`config.mk`:
```
export PLATFORM = sky130hd
export DESIGN_NAME = sync_char_rx
export DESIGN_NICKNAME = d
export VERILOG_FILES = /design/src/rtl/sync_char_rx_pkg.sv /design/src/rtl/sync_char_rx_edge.sv /design/src/rtl/sync_char_rx_frame.sv /design/src/rtl/sync_char_rx_status.sv /design/src/rtl/sync_char_rx.sv
export SDC_FILE = /design/constraint.sdc
export NUM_CORES = 1
export LEC_CHECK = 0
export ABC_CLOCK_PERIOD_IN_PS = 3750
export BUFFER_PORTS_ARGS = -buffer_cell sky130_fd_sc_hd__buf_2
export CAP_MARGIN = 20
export CORE_ASPECT_RATIO = 0.7
export CORE_UTILIZATION = 60
export DETAILED_ROUTE_END_ITERATION = 12
export GPL_ROUTABILITY_DRIVEN = 0
export GPL_TIMING_DRIVEN = 0
export PLACE_DENSITY_LB_ADDON = 0.25
export REMOVE_ABC_BUFFERS = 1
export SETUP_SLACK_MARGIN = 0.2
export SLEW_MARGIN = 5
export SYNTH_ARGS = -nofsm -noshare
export SYNTH_HDL_FRONTEND = slang
export SYNTH_SLANG_ARGS = --single-unit
```
`constraint.sdc`:
```
create_clock -name clk_i -period 3.75 [get_ports clk_i]
set_clock_uncertainty 0.2 [all_clocks]
set_input_delay 0.375 -clock clk_i [delete_from_list [all_inputs] [get_ports clk_i]]
set_output_delay 0.375 -clock clk_i [all_outputs]
set_load 0.01 [all_outputs]
```
`src/rtl/sync_char_rx_pkg.sv`:
```
package sync_char_rx_pkg;
  typedef enum logic [1:0] {ST_IDLE, ST_DATA, ST_PAR, ST_STOP} rx_state_e;

  localparam logic [2:0] PAR_NONE = 3'd0;
  localparam logic [2:0] PAR_EVEN = 3'd1;
  localparam logic [2:0] PAR_ODD  = 3'd2;
  localparam logic [2:0] PAR_ZERO = 3'd3;
  localparam logic [2:0] PAR_ONE  = 3'd4;
endpackage

```
`src/rtl/sync_char_rx_edge.sv`:
```
module sync_char_rx_edge #(
  parameter int SYNC_STAGES = 2
) (
  input  logic clk_i,
  input  logic rst_ni,
  input  logic baud_clk_i,
  input  logic rxd_i,
  output logic tick_o,
  output logic bit_o
);
  logic [SYNC_STAGES-1:0] baud_sq, rxd_sq;
  logic baud_prev_q;

  always_ff @(posedge clk_i or negedge rst_ni) begin
    if (!rst_ni) begin
      baud_sq     <= '0;
      rxd_sq      <= '1;
      baud_prev_q <= 1'b0;
    end else begin
      baud_sq     <= {baud_sq[SYNC_STAGES-2:0], baud_clk_i};
      rxd_sq      <= {rxd_sq[SYNC_STAGES-2:0], rxd_i};
      baud_prev_q <= baud_sq[SYNC_STAGES-1];
    end
  end

  assign tick_o = baud_sq[SYNC_STAGES-1] & ~baud_prev_q;
  assign bit_o  = rxd_sq[SYNC_STAGES-1];


  single_tick_chk: assert property (@(posedge clk_i) disable iff (!rst_ni)
    tick_o |=> !tick_o);
endmodule

```
`src/rtl/sync_char_rx_frame.sv`:
```
module sync_char_rx_frame
  import sync_char_rx_pkg::*;
#(
  parameter int DATA_W  = 9,
  parameter int LEN_W   = 3,
  parameter int MIN_LEN = 5
) (
  input  logic              clk_i,
  input  logic              rst_ni,
  input  logic              tick_i,
  input  logic              bit_i,
  input  logic [LEN_W-1:0]  char_len_i,
  input  logic [2:0]        parity_i,
  output logic              done_o,
  output logic [DATA_W-1:0] data_o,
  output logic              par_bad_o,
  output logic              frm_bad_o
);
  localparam int CNT_W = $clog2(DATA_W);

  rx_state_e         state_q;
  logic [CNT_W-1:0]  cnt_q, last_idx;
  logic [DATA_W-1:0] data_q;
  logic              par_bit_q, par_en, exp_par;

  always_comb begin
    if (char_len_i > LEN_W'(DATA_W - MIN_LEN)) last_idx = CNT_W'(DATA_W - 1);
    else last_idx = CNT_W'(char_len_i) + CNT_W'(MIN_LEN - 1);
  end

  always_comb begin
    par_en  = 1'b1;
    exp_par = 1'b0;
    case (parity_i)
      PAR_EVEN: exp_par = ^data_q;
      PAR_ODD:  exp_par = ~^data_q;
      PAR_ZERO: exp_par = 1'b0;
      PAR_ONE:  exp_par = 1'b1;
      default:  par_en  = 1'b0;
    endcase
  end

  always_ff @(posedge clk_i or negedge rst_ni) begin
    if (!rst_ni) begin
      state_q   <= ST_IDLE;
      cnt_q     <= '0;
      data_q    <= '0;
      par_bit_q <= 1'b0;
      done_o    <= 1'b0;
      par_bad_o <= 1'b0;
      frm_bad_o <= 1'b0;
    end else begin
      done_o <= 1'b0;
      if (tick_i) begin
        case (state_q)
          ST_IDLE: if (!bit_i) begin
            state_q <= ST_DATA;
            cnt_q   <= '0;
            data_q  <= '0;
          end
          ST_DATA: begin
            data_q[cnt_q] <= bit_i;
            cnt_q         <= cnt_q + 1'b1;
            if (cnt_q == last_idx) state_q <= par_en ? ST_PAR : ST_STOP;
          end
          ST_PAR: begin
            par_bit_q <= bit_i;
            state_q   <= ST_STOP;
          end
          default: begin
            done_o    <= 1'b1;
            par_bad_o <= par_en && (par_bit_q != exp_par);
            frm_bad_o <= !bit_i;
            state_q   <= ST_IDLE;
          end
        endcase
      end
    end
  end

  assign data_o = data_q;


  start_detect_chk: assert property (@(posedge clk_i) disable iff (!rst_ni)
    (state_q == ST_IDLE && tick_i && !bit_i) |=> (state_q == ST_DATA));

  stop_to_idle_chk: assert property (@(posedge clk_i) disable iff (!rst_ni)
    (state_q == ST_STOP && tick_i) |=> (state_q == ST_IDLE && done_o));

  stop_low_chk: assert property (@(posedge clk_i) disable iff (!rst_ni)
    (state_q == ST_STOP && tick_i && !bit_i) |=> frm_bad_o);
endmodule

```
`src/rtl/sync_char_rx_status.sv`:
```
module sync_char_rx_status #(
  parameter int DATA_W = 9
) (
  input  logic              clk_i,
  input  logic              rst_ni,
  input  logic              done_i,
  input  logic [DATA_W-1:0] data_i,
  input  logic              par_bad_i,
  input  logic              frm_bad_i,
  input  logic              rd_i,
  input  logic              rst_sta_i,
  output logic [DATA_W-1:0] hold_o,
  output logic              rdy_o,
  output logic              ovr_o,
  output logic              par_err_o,
  output logic              frm_err_o
);
  always_ff @(posedge clk_i or negedge rst_ni) begin
    if (!rst_ni) begin
      hold_o    <= '0;
      rdy_o     <= 1'b0;
      ovr_o     <= 1'b0;
      par_err_o <= 1'b0;
      frm_err_o <= 1'b0;
    end else begin
      if (done_i) begin
        hold_o <= data_i;
        rdy_o  <= 1'b1;               // set beats read clear
      end else if (rd_i) begin
        rdy_o  <= 1'b0;
      end
      if (done_i && rdy_o)              ovr_o     <= 1'b1;
      else if (rst_sta_i)               ovr_o     <= 1'b0;
      if (done_i && par_bad_i)          par_err_o <= 1'b1;
      else if (rst_sta_i)               par_err_o <= 1'b0;
      if (done_i && frm_bad_i)          frm_err_o <= 1'b1;
      else if (rst_sta_i)               frm_err_o <= 1'b0;
    end
  end


  ready_set_chk: assert property (@(posedge clk_i) disable iff (!rst_ni)
    done_i |=> (rdy_o && hold_o == $past(data_i)));

  overrun_set_chk: assert property (@(posedge clk_i) disable iff (!rst_ni)
    (done_i && rdy_o) |=> ovr_o);

  read_clear_chk: assert property (@(posedge clk_i) disable iff (!rst_ni)
    (rd_i && !done_i) |=> !rdy_o);

  ovr_sticky_chk: assert property (@(posedge clk_i) disable iff (!rst_ni)
    (ovr_o && !rst_sta_i) |=> ovr_o);
endmodule

```
`src/rtl/sync_char_rx.sv`:
```
module sync_char_rx #(
  parameter int DATA_W      = 9,
  parameter int LEN_W       = 3,
  parameter int MIN_LEN     = 5,
  parameter int SYNC_STAGES = 2
) (
  input  logic              clk_i,
  input  logic              rst_ni,
  input  logic              baud_clk_i,
  input  logic              rxd_i,
  input  logic [LEN_W-1:0]  char_len_i,
  input  logic [2:0]        parity_i,
  input  logic              rd_i,
  input  logic              rst_sta_i,
  output logic [DATA_W-1:0] rx_data_o,
  output logic              rx_rdy_o,
  output logic              ovr_err_o,
  output logic              par_err_o,
  output logic              frm_err_o
);
  logic tick, sbit, done, par_bad, frm_bad;
  logic [DATA_W-1:0] data;

  sync_char_rx_edge #(.SYNC_STAGES(SYNC_STAGES)) u_edge (
    .clk_i, .rst_ni, .baud_clk_i, .rxd_i, .tick_o(tick), .bit_o(sbit)
  );

  sync_char_rx_frame #(.DATA_W(DATA_W), .LEN_W(LEN_W), .MIN_LEN(MIN_LEN)) u_frame (
    .clk_i, .rst_ni, .tick_i(tick), .bit_i(sbit), .char_len_i, .parity_i,
    .done_o(done), .data_o(data), .par_bad_o(par_bad), .frm_bad_o(frm_bad)
  );

  sync_char_rx_status #(.DATA_W(DATA_W)) u_status (
    .clk_i, .rst_ni, .done_i(done), .data_i(data), .par_bad_i(par_bad),
    .frm_bad_i(frm_bad), .rd_i, .rst_sta_i, .hold_o(rx_data_o), .rdy_o(rx_rdy_o),
    .ovr_o(ovr_err_o), .par_err_o, .frm_err_o
  );
endmodule

```
* After elaboration in Yosys (flattened, before gate mapping)
Cells that the tools add are included.
** Word-level totals
- Flip-flop bits (word level) :: 37
- Latch bits :: 0
- RAM bits :: 0
- ROM bits :: 0
- Input port bits :: 12
- Memories :: 0
** Operators by class
- Add/sub/neg operators :: 2
- $mul :: 0
- Div/mod/pow operators :: 0
- $lt $le $gt $ge :: 3
- Equality and inequality tests :: 10
- Shifts and indexed selects :: 0
- Multiplexer cells :: 22
- Bitwise gates (word level) :: 3
- Reductions and logical operators :: 20
** Operator list (count)
- 9-bit case mux with 2 select lines :: 1
- 1-bit two-way mux :: 11
- 2-bit nonzero test :: 5
- 9-bit bitwise mux :: 1
- 9-bit two-way mux :: 1
- 9-bit XNOR reduction :: 1
- 9-bit XOR reduction :: 1
- 4-bit two-way mux :: 2
- 4-bit case mux with 2 select lines :: 1
- 3-bit by 2-bit == test with 1-bit output (second input constant) :: 2
- 2-bit case mux with 3 select lines :: 1
- 3-bit AND reduction :: 2
- 1-bit logical AND :: 5
- 4-bit by 5-bit < comparator with 1-bit output (second input constant) :: 1
- 3-bit by 3-bit adder with 4-bit output (second input constant) :: 1
- 4-bit by 1-bit adder with 4-bit output (second input constant) :: 1
- 1-bit demux with 4-bit select :: 1
- 4-bit == test :: 1
- 4-bit by 1-bit >= comparator with 1-bit output (second input constant) :: 1
- 2-bit two-way mux :: 2
- 2-bit AND reduction :: 2
- 4-bit OR reduction :: 1
- 3-bit by 1-bit == test with 1-bit output (second input constant) :: 1
- 3-bit == test (second input constant) :: 1
- other kinds (12) :: 13

* Logic depth before layout (Yosys ltp)
- Word-level depth :: 6
- Depth in mapped cells :: 8

* By module
From an unflattened synthesis, not the netlist that was laid out.
** Unflattened totals
- Cells, all modules :: 163
- Area, all modules :: 1903.1 um^2
** By module, submodules not included
- sync_char_rx_frame :: times used 1, cells an instance 123, area each 1251.2 um^2, sequential area each 475.5 um^2
- sync_char_rx_status :: times used 1, cells an instance 34, area each 510.5 um^2, sequential area each 325.3 um^2
- sync_char_rx_edge :: times used 1, cells an instance 6, area each 141.4 um^2, sequential area each 127.6 um^2

* Worst setup path before layout
Ideal clock, no wire load.
- Path kind :: register to register
- From :: reg u_frame.state_q[0]
- To :: reg u_frame.state_q[0]
- Arrival :: 1.639 ns
- Data required time :: 3.425 ns
- Path slack :: 1.787 ns
- Stages on the path, launching flop included :: 7
- Buffers on the path :: 0
- Clock period less this slack :: 1.963 ns
- Path through :: dfrtp_1 inv_1 ha_1 and2_1 nor2_1 a21boi_0 mux2_2
** On the way
- Word-level cells in the longest chain between the ends :: 3
** Ends and longest elaborated chain
- start: declaration :: line sync_char_rx_frame.sv:21 : rx_state_e state_q;
- start signal: assignment :: line sync_char_rx_frame.sv:64 : if (cnt_q == last_idx) state_q <= par_en ? ST_PAR : ST_STOP;
- 2-bit by 1-bit == test with 1-bit output or 2-bit logical NOT (tied branches) :: line sync_char_rx_frame.sv:55 : case (state_q)
- 2-bit by 1-bit inequality test with 1-bit output (no line) or 2-bit inequality test (tied branches)
- 3-bit AND reduction (no line)
Parallel ways exist; a longest one is shown, timed or not.
A chain may end at the register's enable or synchronous reset.

* Worst setup path after layout
- From :: reg u_frame.state_q[0]
- To :: reg u_frame.data_q[5], in the netlist u_frame.data_o[5]
** On the way
- Word-level cells in the longest chain between the ends :: 3
** Ends and longest elaborated chain
- 2-bit by 1-bit == test with 1-bit output or 2-bit logical NOT (tied branches) :: line sync_char_rx_frame.sv:55
- 2-bit nonzero test (no line) or 2-bit inequality test (tied branches)
- 3-bit AND reduction (no line)
- end signal: indexed assignment :: line sync_char_rx_frame.sv:62 : data_q[cnt_q] <= bit_i;
- end: declaration :: line sync_char_rx_frame.sv:23 : logic [DATA_W-1:0] data_q;
Parallel ways exist; a longest one is shown, timed or not.

==> metrics list <==
- Max-cap violations: 0
- Die width: between 60 and 70 um
- The number of cells on the worst reg-to-reg path is 7.
* Die outline area: roughly 3300 um^2
* Endpoint of the lowest-slack register-to-register path: u_frame.data_o[5]$_DFFE_PN0P_
- In this run the most critical hold path is launched from rst_sta_i.
- Delay contributed by the slowest stage of the critical path: approximately 0.65 ns
- Count of antenna-violating nets left after detailed routing: 0
* Initial antenna violation count: 0
* Achievable clock frequency: about 450 MHz
* Share of total power consumed by net switching: 34.4%
* Average footprint of a synthesized cell: between 10 and 15 um^2
- Startpoint class of the critical path: register
- Buffers plus inverters on the worst setup path: 1
- The repair_antennas step left the layout with diodes totalling 0.
* Number of synthesized register bits: 37
* Setup total negative slack: 0 ns
* Final max-slew violation count: 0
- Count of vias placed by the detailed router: approximately 1300
- dfrtp_1 takes more of the synthesized area than any other cell.
- Count of input and output buffers: 24
- Hold Crit Depth: 2
- Critical Path Fanout Max: 8
- In this run, the number of DRC markers left after iteration 0 of detailed routing was 59.
- VDD sags by at most about 0.36 mV.
- Number of detailed-route iterations in the first pass: 4
- For the worst-skew pair, the clock arrives at the later sink with an insertion delay of ~0.29 ns.
- Relative to the synthesized area, the layout overhead comes to 15.6%.
- Row cnt: 16
- Minimum clock period: 2.23 ns
* Overall global routing resource usage: a little under a quarter
- Internal portion of total power: roughly 0.00094 W
- Among the stages of the critical path, the cell type that occurs most often is nand2_1.
- After detailed routing, the number of vias per cell comes to around 5.6.
* Power density relative to cell area: approximately 680 nW/um^2
- Type of the worst min-delay path: input pin to register
* Number of global-route vias before repair: approximately 1200
- Data on the critical path is required at its endpoint by approximately 3.7 ns.
- Of the total power, registers draw between 40 and 50%.
- Synth top area share: between 40% and 50%
* Setup violation total in the final timing report: 0
- The first global-routing pass estimated between 5000 and 6000 um of wire.
* Remaining DRCs: 0
- Synthesis produced a netlist whose cell count is about 170.
* Final net count: 219
- Data arrival, critical path: 2.16 ns
- For this design the total switching power over the nets is between 0.0004 and 0.0005 W.
* Final critical-path share of the clock period: approximately three fifths
- Unrepaired setup endpoints after global routing: false
- Clock-pin slew of the registers on the worst-case setup and hold paths: around 0.070 ns
- Beginning of the critical path: u_frame.state_q[0]$_DFFE_PN0P_
- Entering global routing, the biggest net connects 38 pins.
* Distinct cell type count of the synthesized netlist: 35
- Critical path cell sequence: inv_1 -> ha_1 -> and2_1 -> nor4_2 -> nand2_1 -> nand2_1 -> a21oi_1
- The clock passes through at most 2 buffers.
- Commonest cells after routing, fill and taps aside: 35 x dfrtp_1, 26 x nand2_1, 24 x buf_2
- The share of total power dissipated in the clock network is a little over a fifth.
- In this run the cell area of the synthesized design comes to about 1800 um^2.
* Clock Root Buffer: clkbuf_8
- Reg2Reg Setup Slack: about 1.5 ns
* Share of post-route cells with drive strength above 1: between 20% and 30%
- Launching point of the worst reg2reg path: u_frame.state_q[0]$_DFFE_PN0P_
- The HPWL after detailed placement is approximately 2500 um.
- Die Ht: roughly 48 um
- Leakage power figure: roughly 1.1 nW
* CTS buffer count: 5
- Number of levels the H-tree was split into: 2
- Clock tree sinks: 37
- Sorting the synthesized cells by area gives the leading types as dfrtp_1 48%, mux2_2 6.8%, ha_1 5.5%.
* Combinational power share: between 30% and 40%
- Number of endpoints with negative hold slack in the final report: 0
* Core utilization of the finished layout: ~74%
- The worst setup path is of the register to register kind.
- The number of gates resized after CTS was 0.
* Inst Count DP: 225
- At the pin with the least slew margin, the transition time is 0.851 ns.
* Proportion of synthesized chip area in sequential cells: roughly 50%
- Core Region: between 2000 and 3000 um^2
- For this run, the number of Yosys warnings is 0.
- Most common cell after layout, fill and taps aside: dfrtp_1
* GRT overflow: 0
* Crit-path leading delay family: simple AND/OR/NAND/NOR gates
- Counting the fill cells in the layout gives around 190.
- The flow ran to the end, and the final reports show no timing, DRC or antenna violations.
- Slowest CP cell: nor4_2
* CTS tree: done
- Kind of capture point of the worst setup path: register
* Final instance count without filler cells: between 200 and 250
* DR WL/cell: about 14 um
* Detailed-route wire length: 3390 um
- Hold-critical path endpoint: u_status.par_err_o$_DFFE_PN0P_
- Count of boundary I/O pins: 25
* Starting density of the core: approximately 64%
- Worst slew slack as a fraction of its limit: a little over two fifths
[what timing repair did]
action,in CTS,in global routing
setup buffers,0,0
hold buffers,3,0
setup endpoints to repair,0,0
endpoints found under the hold margin,19,0
[per-stage QoR]
stage | area, um^2 | hold slack, ns | worst slack, ns | power, W
final | 2110 | 0.0969 | 1.52 | 0.00143
after global routing | 2110 | 0.112 | 1.35 | 0.00153
after CTS | 2110 | 0.0976 | 1.53 | 0.00144
after detailed placement | 1980 | 0.142 | 1.54 | 0.00113
after global placement | 1980 | 0.142 | 1.64 | 0.00110
after floorplan | 1820 | -0.121 | 1.79 | 0.000995
[worst reg2reg max path: stages (launching register included)]
cell and delay [ns]:
dfrtp_1 0.40, inv_1 0.08, ha_1 0.24, and2_1 0.22, nor4_2 0.65, nand2_1 0.13, nand2_1 0.09, a21oi_1 0.06
[synthesized netlist by cell type]
cell      count
clkbuf_1      2
xnor2_1       2
nor2_1       11
o41ai_2       1
mux2_2       11
nand2b_1      2
a41oi_1       1
or3b_2        2
a31oi_1       1
nor3_1        1
xor3_1        1
nand3_1       9
mux2i_1       3
nand4_1       1
nor4b_2       2
dfstp_2       2
dfrtp_1      35
a21oi_1      10
nor4_2        1
buf_1         1
and4_1        1
and2_1        1
a21boi_0      1
a31o_2        1
inv_1        11
a211oi_1      1
xnor3_1       2
nor2b_1       2
ha_1          8
a41o_1        1
nor4_1        1
o21ai_0       6
xor2_1        6
nand2_1      26
a21o_1        1
[worst max-delay path by stage]
stage	slack (ns)	to	depth (start not counted)
floorplan	1.79	u_frame.state_q[0]$_DFFE_PN0P_	6
global placement	1.64	u_frame.data_o[5]$_DFFE_PN0P_	7
detailed placement	1.54	u_frame.state_q[0]$_DFFE_PN0P_	6
CTS	1.53	u_frame.state_q[0]$_DFFE_PN0P_	6
global route	1.35	u_frame.data_o[1]$_DFFE_PN0P_	7
finish	1.52	u_frame.data_o[5]$_DFFE_PN0P_	7
[kinds of logic after synthesis]
family	after synthesis	synth area share, %
multiplexers	14	8.42
AND/OR/NAND/NOR	60	16.5
adder cells (fa/ha/maj)	8	5.48
AO/OA/AOI/OAI	24	8.35
XOR/XNOR	11	7.60
buffers and inverters	14	2.87
flip-flops	37	50.8
[routing by layer]
layer  part of all wire, %  vias up  global-route usage [%]
li1                      -      635                       -
met1                    44      649                    28.1
met2                    51       33                    38.8
met3                   3.7        6                    7.24
met4                   1.3        0                    10.0
met5                     0        -                       0
[area by class of cell]
| class | instances | area [um^2] | area share, % |
|---|---|---|---|
| Clock buffer | 7 | 96.3 | 4.56 |
| Clock inverter | 1 | 5.00 | 0.237 |
| Inverter | 11 | 41.3 | 1.95 |
| Multi-Input combinational cell | 117 | 847 | 40.1 |
| Sequential cell | 37 | 928 | 43.9 |
| Tap cell | 36 | 45.0 | 2.13 |
| Timing Repair Buffer | 27 | 150 | 7.10 |
[power by group through the flow]
stage / combinational (W) / clock, W / sequential [W]
3_3_place_gp: 0.000502 / 0 / 0.000599
6_report: 0.000527 / 0.000304 / 0.000604
2_1_floorplan: 0.000394 / 0 / 0.000601
4_1_cts: 0.000527 / 0.000309 / 0.000605
3_5_place_dp: 0.000524 / 0 / 0.000610
5_1_grt: 0.000584 / 0.000327 / 0.000619
[flip-flops by register name (all words and copies together) (netlist names), 2 cells and up]
signal,cells
u_edge.baud_sq,2
u_edge.rxd_sq,2
u_frame.cnt_q,4
u_frame.data_o,9
u_frame.state_q,2
u_status.hold_o,9
Power figures use the tool's default switching activity.
